`config.mk`:
```
export PLATFORM = sky130hd
export DESIGN_NAME = pkt_slot_assigner
export DESIGN_NICKNAME = d
export VERILOG_FILES = /design/src/rtl/pkt_slot_pkg.sv /design/src/rtl/slot_class_decode.sv /design/src/rtl/slot_alloc.sv /design/src/rtl/pkt_slot_assigner.sv
export SDC_FILE = /design/constraint.sdc
export NUM_CORES = 1
export LEC_CHECK = 0
export ABC_AREA = 0
export BUFFER_PORTS_ARGS = -buffer_cell sky130_fd_sc_hd__buf_2
export CAP_MARGIN = 5
export CELL_PAD_IN_SITES_DETAIL_PLACEMENT = 0
export CELL_PAD_IN_SITES_GLOBAL_PLACEMENT = 1
export CORE_MARGIN = 2
export CORE_UTILIZATION = 45
export CTS_CLUSTER_SIZE = 12
export DETAILED_ROUTE_END_ITERATION = 8
export PLACE_DENSITY = 0.81
export SETUP_SLACK_MARGIN = 0.4
export SYNTH_ARGS = -nofsm -noshare
export SYNTH_HDL_FRONTEND = slang
export SYNTH_SLANG_ARGS = --single-unit
```
`constraint.sdc`:
```
create_clock -name clk -period 7.1 [get_ports clk]
set_input_delay 0.355 -clock clk [delete_from_list [all_inputs] [get_ports clk]]
set_output_delay 0.355 -clock clk [all_outputs]
set_load 0.005 [all_outputs]
```
`src/rtl/pkt_slot_pkg.sv`:
```
package pkt_slot_pkg;

    localparam int LANES  = 4;
    localparam int SLOTS  = 4;
    localparam int SLOT_W = $clog2(SLOTS);
    localparam int CLS_W  = 3;

    typedef enum logic [CLS_W-1:0] {
        CLS_ANY    = 3'd0,
        CLS_MEM    = 3'd1,
        CLS_MEM0   = 3'd2,
        CLS_WIDE   = 3'd3,
        CLS_BRANCH = 3'd4,
        CLS_JREG   = 3'd5,
        CLS_CREG   = 3'd6,
        CLS_LOOP   = 3'd7
    } ins_class_e;

    typedef logic [SLOTS-1:0]  slot_mask_t;
    typedef logic [SLOT_W-1:0] slot_idx_t;

    typedef struct packed {
        logic                        legal;
        slot_idx_t [LANES-1:0]       slot;
    } grant_t;

    // Slots a class may issue from; bit s set means slot s is permitted.
    function automatic slot_mask_t elig_mask(input ins_class_e c);
        case (c)
            CLS_ANY:    elig_mask = 4'b1111;
            CLS_MEM:    elig_mask = 4'b0011;
            CLS_MEM0:   elig_mask = 4'b0001;
            CLS_WIDE:   elig_mask = 4'b1100;
            CLS_BRANCH: elig_mask = 4'b1100;
            CLS_JREG:   elig_mask = 4'b0100;
            CLS_CREG:   elig_mask = 4'b1000;
            default:    elig_mask = 4'b0000;
        endcase
    endfunction

endpackage

```
`src/rtl/slot_class_decode.sv`:
```
module slot_class_decode
    import pkt_slot_pkg::*;
#(
    parameter int N_LANES = LANES
) (
    input  logic [N_LANES-1:0]             lane_valid,
    input  logic [N_LANES*CLS_W-1:0]       lane_class,
    output slot_mask_t [N_LANES-1:0]       req_mask,
    output logic [N_LANES-1:0]             loop_req
);

    for (genvar g = 0; g < N_LANES; g++) begin : g_lane
        ins_class_e cls;
        assign cls         = ins_class_e'(lane_class[g*CLS_W +: CLS_W]);
        assign req_mask[g] = lane_valid[g] ? elig_mask(cls) : '0;
        assign loop_req[g] = lane_valid[g] && (cls == CLS_LOOP);
    end

endmodule

```
`src/rtl/slot_alloc.sv`:
```
module slot_alloc
    import pkt_slot_pkg::*;
#(
    parameter int N_LANES = LANES
) (
    input  slot_mask_t [N_LANES-1:0] req_mask,
    input  logic [N_LANES-1:0]       loop_req,
    output grant_t                   grant
);

    always_comb begin
        slot_mask_t                free;
        slot_idx_t [N_LANES-1:0]   pick;
        logic                      ok;
        logic                      got;
        free = '1;
        pick = '0;
        ok   = 1'b1;
        got  = 1'b0;
        // Narrowest lanes first; within one width, ascending lane index.
        for (int card = 1; card <= SLOTS; card++) begin
            for (int i = 0; i < N_LANES; i++) begin
                if (req_mask[i] != '0 && $countones(req_mask[i]) == card) begin
                    got = 1'b0;
                    for (int s = 0; s < SLOTS; s++) begin
                        if (!got && req_mask[i][s] && free[s]) begin
                            got     = 1'b1;
                            free[s] = 1'b0;
                            pick[i] = slot_idx_t'(s);
                        end
                    end
                    if (!got) ok = 1'b0;
                end
            end
        end
        if ($countones(loop_req) > 1) ok = 1'b0;
        grant.legal = ok;
        grant.slot  = ok ? pick : '0;
    end

endmodule

```
`src/rtl/pkt_slot_assigner.sv`:
```
module pkt_slot_assigner
    import pkt_slot_pkg::*;
(
    input  logic                     clk,
    input  logic                     rst,
    input  logic                     pkt_valid,
    input  logic [LANES-1:0]         lane_valid,
    input  logic [LANES*CLS_W-1:0]   lane_class,
    output logic                     res_valid,
    output logic                     res_legal,
    output logic [LANES*SLOT_W-1:0]  res_slot
);

    slot_mask_t [LANES-1:0] req_mask;
    logic [LANES-1:0]       loop_req;
    grant_t                 grant;
    grant_t                 held;

    slot_class_decode #(.N_LANES(LANES)) u_decode (
        .lane_valid (lane_valid),
        .lane_class (lane_class),
        .req_mask   (req_mask),
        .loop_req   (loop_req)
    );

    slot_alloc #(.N_LANES(LANES)) u_alloc (
        .req_mask (req_mask),
        .loop_req (loop_req),
        .grant    (grant)
    );

    always_ff @(posedge clk) begin
        if (rst) begin
            res_valid <= 1'b0;
            held      <= '0;
        end else begin
            res_valid <= pkt_valid;
            if (pkt_valid) held <= grant;
        end
    end

    assign res_legal = held.legal;
    assign res_slot  = held.slot;

endmodule

```
# --- Yosys cells after proc, flatten, opt, wreduce, memory -nomap -nowiden ---
# Cells that the tools add are included.
word_totals:
  elab_cells: 575
  output_inout_bits: 10
  in_bits: 19
  ff_bits: 10
op_classes:
  reduce_logical: 188
  add_sub_neg: 15
  eq_ne: 44
  mux: 321
  magnitude_cmp: 1
op_table:
  columns: ["cell", "n"]
  rows:
  - ["equality test 32 x 3 -> 1 bit, second input constant", 8]
  - ["two-way mux 1 bit", 225]
  - ["adder 32 bit", 5]
  - ["two-way mux 2 bit", 72]
  - ["equality test 32 x 2 -> 1 bit, second input constant", 4]
  - ["equality test 32 x 4 -> 1 bit, second input constant", 4]
  - ["logical AND 1 bit", 128]
  - ["one-hot mux 4 bit (6 select lines)", 4]
  - ["two-way mux 4 bit", 19]
  - ["equality test 3 bit, second input constant", 16]
  - ["zero test 1 bit", 48]
  - ["greater-than comparator 32 x 2 -> 1 bit, second input constant", 1]
  - ["equality test 3 x 2 -> 1 bit, second input constant", 8]
  - ["adder 1 x 1 -> 2 bit", 10]
  - ["nonzero test 4 bit", 4]
  - ["equality test 3 x 1 -> 1 bit, second input constant", 4]
  - ["zero test 3 bit", 4]
  - ["two-way mux 8 bit", 1]
  - ["OR reduction 2 bit", 4]

# --- Logic depth before layout (Yosys ltp) ---
depth:
  depth_word: 295
  depth_mapped: 22
  ltp_nobuf: 21

# --- Modules after synthesis ---
# A second synthesis with hierarchy kept.
hier_totals:
  cells_unflattened: 481
  area_unflattened_um2: 3523.4
modules_own_cells:
  columns: ["module", "n_inst", "cells_per_inst", "area_per_inst_um2", "seq_area_each_um2"]
  rows:
  - ["slot_alloc", 1, 406, 2906.5, 0.0]
  - ["pkt_slot_assigner", 1, 31, 346.6, 200.2]
  - ["slot_class_decode", 1, 44, 270.3, 0.0]

# --- Worst setup path after synthesis ---
# No wires, ideal clock.
synth_path:
  kind: "input -> register"
  startpoint: "in lane_class[0]"
  endpoint: "reg held (netlist bit res_slot[2])"
  setup_slack_ns: 1.588
  n_path_buf: 2
  arrival_time_ns: 5.367
  cell_stages: 21
  setup_time_ns: 0.146
  required_ns: 6.954
  cell_sequence: "nor2b_1 mux2i_1 clkbuf_1 ha_1 ha_1 fa_1 nor2b_1 nand4_2 a21boi_4 o32ai_2 or4_4 or3_1 buf_6 nor4_1 and3_1 a21o_1 a311oi_1 and3_1 or4b_4 nand3_4 a221oi_2"
synth_via:
  elab_chain_cells: 73
  elab_cells_between_ends: 439
  cone_classes: "add/sub (5); order compare (1); eq/ne (11); mux (258); reduce/logical (164)"
synth_rtl:
  columns: ["item", "line", "rtl"]
  rows:
  - ["from (decl)", "pkt_slot_assigner.sv:8", "input logic [LANES*CLS_W-1:0] lane_class,"]
  - ["equality test 3 x 2 -> 1 bit / equality test 3 bit (equally long branches)", "pkt_slot_pkg.sv:29", "case (c)"]
  - ["OR reduction 2 bit (no line)", null, null]
  - ["one-hot mux 4 bit (6 select lines)", "pkt_slot_pkg.sv:29", null]
  - ["two-way mux 4 bit", "slot_class_decode.sv:15", "assign req_mask[g] = lane_valid[g] ? elig_mask(cls) : '0;"]
  - ["adder 1 x 1 -> 2 bit (not written as such)", "slot_alloc.sv:23", "if (req_mask[i] != '0 && $countones(req_mask[i]) == card) begin"]
  - ["adder 32 bit (not written as such)", "slot_alloc.sv:23", null]
  - ["equality test 32 x 2 -> 1 bit", "slot_alloc.sv:23", null]
  - ["logical AND 1 bit", "slot_alloc.sv:23", null]
  - ["[57 not listed]", null, null]
  - ["logical AND 1 bit / two-way mux 4 bit (equally long branches)", "slot_alloc.sv:26, slot_alloc.sv:23", null]
  - ["logical AND 1 bit", "slot_alloc.sv:26", "if (!got && req_mask[i][s] && free[s]) begin"]
  - ["two-way mux 1 bit", "slot_alloc.sv:26", null]
  - ["two-way mux 1 bit", "slot_alloc.sv:23", null]
  - ["two-way mux 1 bit", "slot_alloc.sv:32", "if (!got) ok = 1'b0;"]
  - ["two-way mux 1 bit", "slot_alloc.sv:23", null]
  - ["two-way mux 1 bit", "slot_alloc.sv:36", "if ($countones(loop_req) > 1) ok = 1'b0;"]
  - ["two-way mux 8 bit (*)", "slot_alloc.sv:38", "grant.slot = ok ? pick : '0;"]
  - ["to (signal assigned)", "pkt_slot_assigner.sv:38", "if (pkt_valid) held <= grant;"]
  - ["to (decl)", "pkt_slot_assigner.sv:17", "grant_t held;"]
# Every way passes the cells marked *; elsewhere a longest branch is shown, timed or not. The select of a mux whose other input is x is not followed.
# A chain may end at the register's enable or synchronous reset.

# --- Final worst setup path ---
layout_path:
  startpoint: "in lane_class[0]"
  endpoint: "reg held (netlist bit res_slot[6])"
# Same word-level chain as after synthesis.

==> flow_metrics.py <==
metrics = {
    "routing": {
        "vias": 4099,
        "drtAntennaViolNets": 0,
        "viasPerCell": 6.75,
        "drc": 0,
        "drt-total-wl_um": 12700,
        "drt_iter0_markers": 389,
        "first_pass_iters": 5,
        "post_drt_wl_per_cell_um": 20.9,
    },
    "synth": {
        "synthCells": 480,
        "async_flop_share_pct": 0,
        "synth_top_family_by_area": "simple AND/OR/NAND/NOR gates",
        "synthAdderAreaFrac_pct": 12.4,
        "ys_seq_elements": 10,
        "post_synth.cell_area_avg_um2": 6.94,
        "synthesis.nets": 529,
        "yosysWarnings": 0,
        "synthMuxAreaShare_pct": 0.713,
        "synthFlopType": "dfxtp_1",
        "ys_types": 87,
        "synth_compound_gate_area_share_pct": 35.4,
        "synth-simple-area-share_pct": 38.1,
        "synth_xor_area_share_pct": 2.10,
        "ys_seq_area_share_pct": 6.01,
        "synth_area_um2": 3330,
        "synth-edff-count": 0,
    },
    "critical_path": {
        "critical_path_peak_fanout": 11,
        "crit_family": "compound AO/OA/AOI/OAI gates",
        "r2r_end": "res_slot[4]",
        "r2r_start": "res_slot[4]",
        "slowest_delay_ps": 630,
        "rr_worst_depth": 4,
        "slowest_stage": "mux2i_2",
        "cp_num_buf_inv": 1,
        "endpoint": "res_slot[6]",
        "start_kind": "input port",
        "endpoint_kind": "register",
        "crit_path_start": "lane_class[0]",
        "reg2reg_slack_ps": 5840,
        "critical_path_class": "in -> reg",
        "crit_chain": "buf_2 -> nor2b_1 -> mux2i_2 -> ha_1 -> ha_1 -> fa_1 -> and3b_1 -> a21oi_1 -> a211oi_1 -> nor3_1 -> a21bo_2 -> nand3_1 -> a211o_1 -> a2111o_1 -> a211oi_2 -> o21ai_0 -> a22oi_2 -> nand3_4 -> o41ai_2",
        "worst-path-stages": 19,
        "crit_required_ps": 7240,
        "crit_top_cell": "ha_1",
        "cp.arrival_ps": 6340,
    },
    "sta": {
        "finalSetupViolCount": 0,
        "relSlewSlack_pct": 53.7,
        "fmax_mhz": 161,
        "finalCriticalPeriod_ps": 6200,
        "min_period_over_period_pct": 87.3,
        "skew_ps": 0,
        "worst_slew_pin_slew_ps": 681,
        "hold_viol": 0,
        "finalSetupTns_ps": 0,
        "maxSlewViolCount": 0,
        "rsz0062_at_grt": "no",
    },
    "floorplanning": {
        "dieHeight_um": 90.1,
        "fp-row-count": 31,
        "initial_core_util_pct": 46.2,
        "die_area_um2": 8110,
        "die_width_um": 90.1,
        "design.core.area_um2": 7210,
        "io_pins": 29,
    },
    "finish": {
        "final_nets": 558,
        "design_area_um2": 3630,
        "syn2layout_area_growth_pct": 9.09,
        "diodes": 0,
        "nFillCells": 780,
        "final_layout_size_suffix_gt1_share_pct": 13.6,
    },
    "placement": {
        "place_hpwl_um": 10300,
        "port_buffers": 28,
        "place_area_um2": 3580,
        "place_congestion": 1.01,
    },
    "power_and_ir_drop": {
        "powerDensity_nw_per_um2": 122,
        "p_leak_nw": 1.57,
        "max-vdd-ir-drop_mv": 0.0476,
    },
    "status": {
        "outcome": "complete, no violations",
    },
    "grt": {
        "antenna_found_initial": 0,
        "grt_usage_pct": 30.4,
        "grt_start_max_net_pins": 14,
        "grt_pass1_wl_um": 20100,
        "grt_overflow": 0,
        "first_global_vias": 3807,
    },
    "flow_run": {
        "drv_cap": 0,
    },
    "clock_network": {
        "cts_setup_buffers": 0,
        "cts.clk_slew.worst_paths_ps": 50,
        "numClockSinks": 10,
        "ctsRootBufferMaster": "clkbuf_8",
        "cts_tree": "done",
        "clock_latency_ps": 240,
        "cts_inserted_buffers": 3,
        "htree_levels": 1,
        "clockBufferDepth": 2,
    },
    "min_path": {
        "min_path_type": "in -> reg",
    },
}
report_power, final:
group          switching (mW)  internal, mW
logic                   0.207         0.104
registers             0.00120        0.0591
clock network          0.0235        0.0488
area by class of cell:
cell class,count,area (um^2),share of cell area (%)
Multi-Input combinational cell,431,2960,81.4
Sequential cell,10,200,5.51
Timing Repair Buffer,33,178,4.89
Tap cell,99,124,3.41
Inverter,30,118,3.24
Clock buffer,4,55.1,1.51
timing repair:
item                                    CTS  global route
endpoints found under the setup margin    0             8
hold buffers                              0             0
hold endpoints to repair                  0             0
resized for setup                         0             1
metal layers:
| layer | GRT usage [%] | wire length [um] | up-vias | part of all wire, % |
|---|---|---|---|---|
| met2 | 48.8 | 5640 | 225 | 45 |
| met1 | 40.5 | 5390 | 1930 | 43 |
| met3 | 5.11 | 1130 | 45 | 8.9 |
| met4 | 12.3 | 503 | 0 | 4.0 |
| li1 | - | - | 1899 | - |
| met5 | 0 | 0 | - | 0 |
synth_stat cells, drive strengths merged (3+ instances only):
library cell | instances | area share [%]
nand3 | 33 | 5.5
a41oi | 3 | 0.79
a31oi | 13 | 2.4
a32oi | 3 | 0.79
xnor2 | 6 | 1.6
a211o | 4 | 1.1
dfxtp | 10 | 6.0
a211oi | 11 | 2.6
o22ai | 3 | 0.56
or3 | 7 | 1.3
inv | 29 | 3.4
nand3b | 4 | 0.90
and2 | 8 | 1.5
o211ai | 10 | 2.4
nand2 | 63 | 7.1
and3 | 16 | 3.2
ha | 25 | 9.4
o31ai | 7 | 1.6
a2111oi | 4 | 1.1
nor2 | 35 | 3.9
buf | 5 | 1.3
o311ai | 3 | 1.0
nor4 | 8 | 2.4
nand4 | 7 | 1.5
clkbuf | 4 | 0.45
o221ai | 3 | 0.79
nor2b | 16 | 3.0
o211a | 3 | 0.90
nor3 | 14 | 2.6
nand2b | 7 | 1.3
a221oi | 5 | 1.7
o21ai | 21 | 3.2
and3b | 4 | 1.1
o31a | 3 | 0.79
or2 | 3 | 0.56
a21oi | 34 | 5.2
a21o | 3 | 0.71
fa | 5 | 3.0
logic make-up after synthesis:
family                   after synthesis
AO/OA/AOI/OAI                        158
XOR/XNOR                               8
adder cells (fa/ha/maj)               30
buffers and inverters                 39
flip-flops                            10
multiplexers                           2
AND/OR/NAND/NOR                      233
layout by cell type, fill, tap and decap left out, types with 8 or more instances in the layout:
cell type	netlist	routed
a211oi_1	10	10
nand3_1	31	31
dfxtp_1	10	10
and2_1	8	8
ha_1	25	25
inv_1	27	27
nor3_1	12	12
nand2_1	63	63
a31oi_1	13	13
a21oi_1	33	33
buf_2	2	28
and3_1	15	15
o211ai_1	9	9
nor2b_1	16	16
nor2_1	35	35
o21ai_0	18	18
flip-flops by register name, indices dropped and copies added, names as in the netlist:
signal,flops
res_slot,8
res_legal,1
res_valid,1
per-stage QoR:
stage / hold slack, ps / util (%) / power [mW] / worst slack [ps] / instances
after detailed placement: 454 / 49.6 / 0.361 / 577 / 603
after global routing: 443 / 50.4 / 0.477 / 476 / 607
final: 435 / 50.4 / 0.444 / 899 / 607
after floorplan: 454 / - / 0.282 / 1590 / 480
after CTS: 428 / 50.3 / 0.434 / 816 / 607
after global placement: 453 / 49.6 / 0.357 / 694 / 603
worst min-delay path by stage:
stage,start,endpoint,slack [ps],depth (start not counted)
2_1_floorplan,rst,res_slot[6],450,1
3_3_place_gp,res_legal,res_legal,450,2
3_5_place_dp,res_legal,res_legal,450,2
4_1_cts,rst,res_valid,430,2
5_1_grt,rst,res_valid,440,2
6_report,rst,res_valid,440,2
No activity file was read; power rests on OpenSTA's default activity.
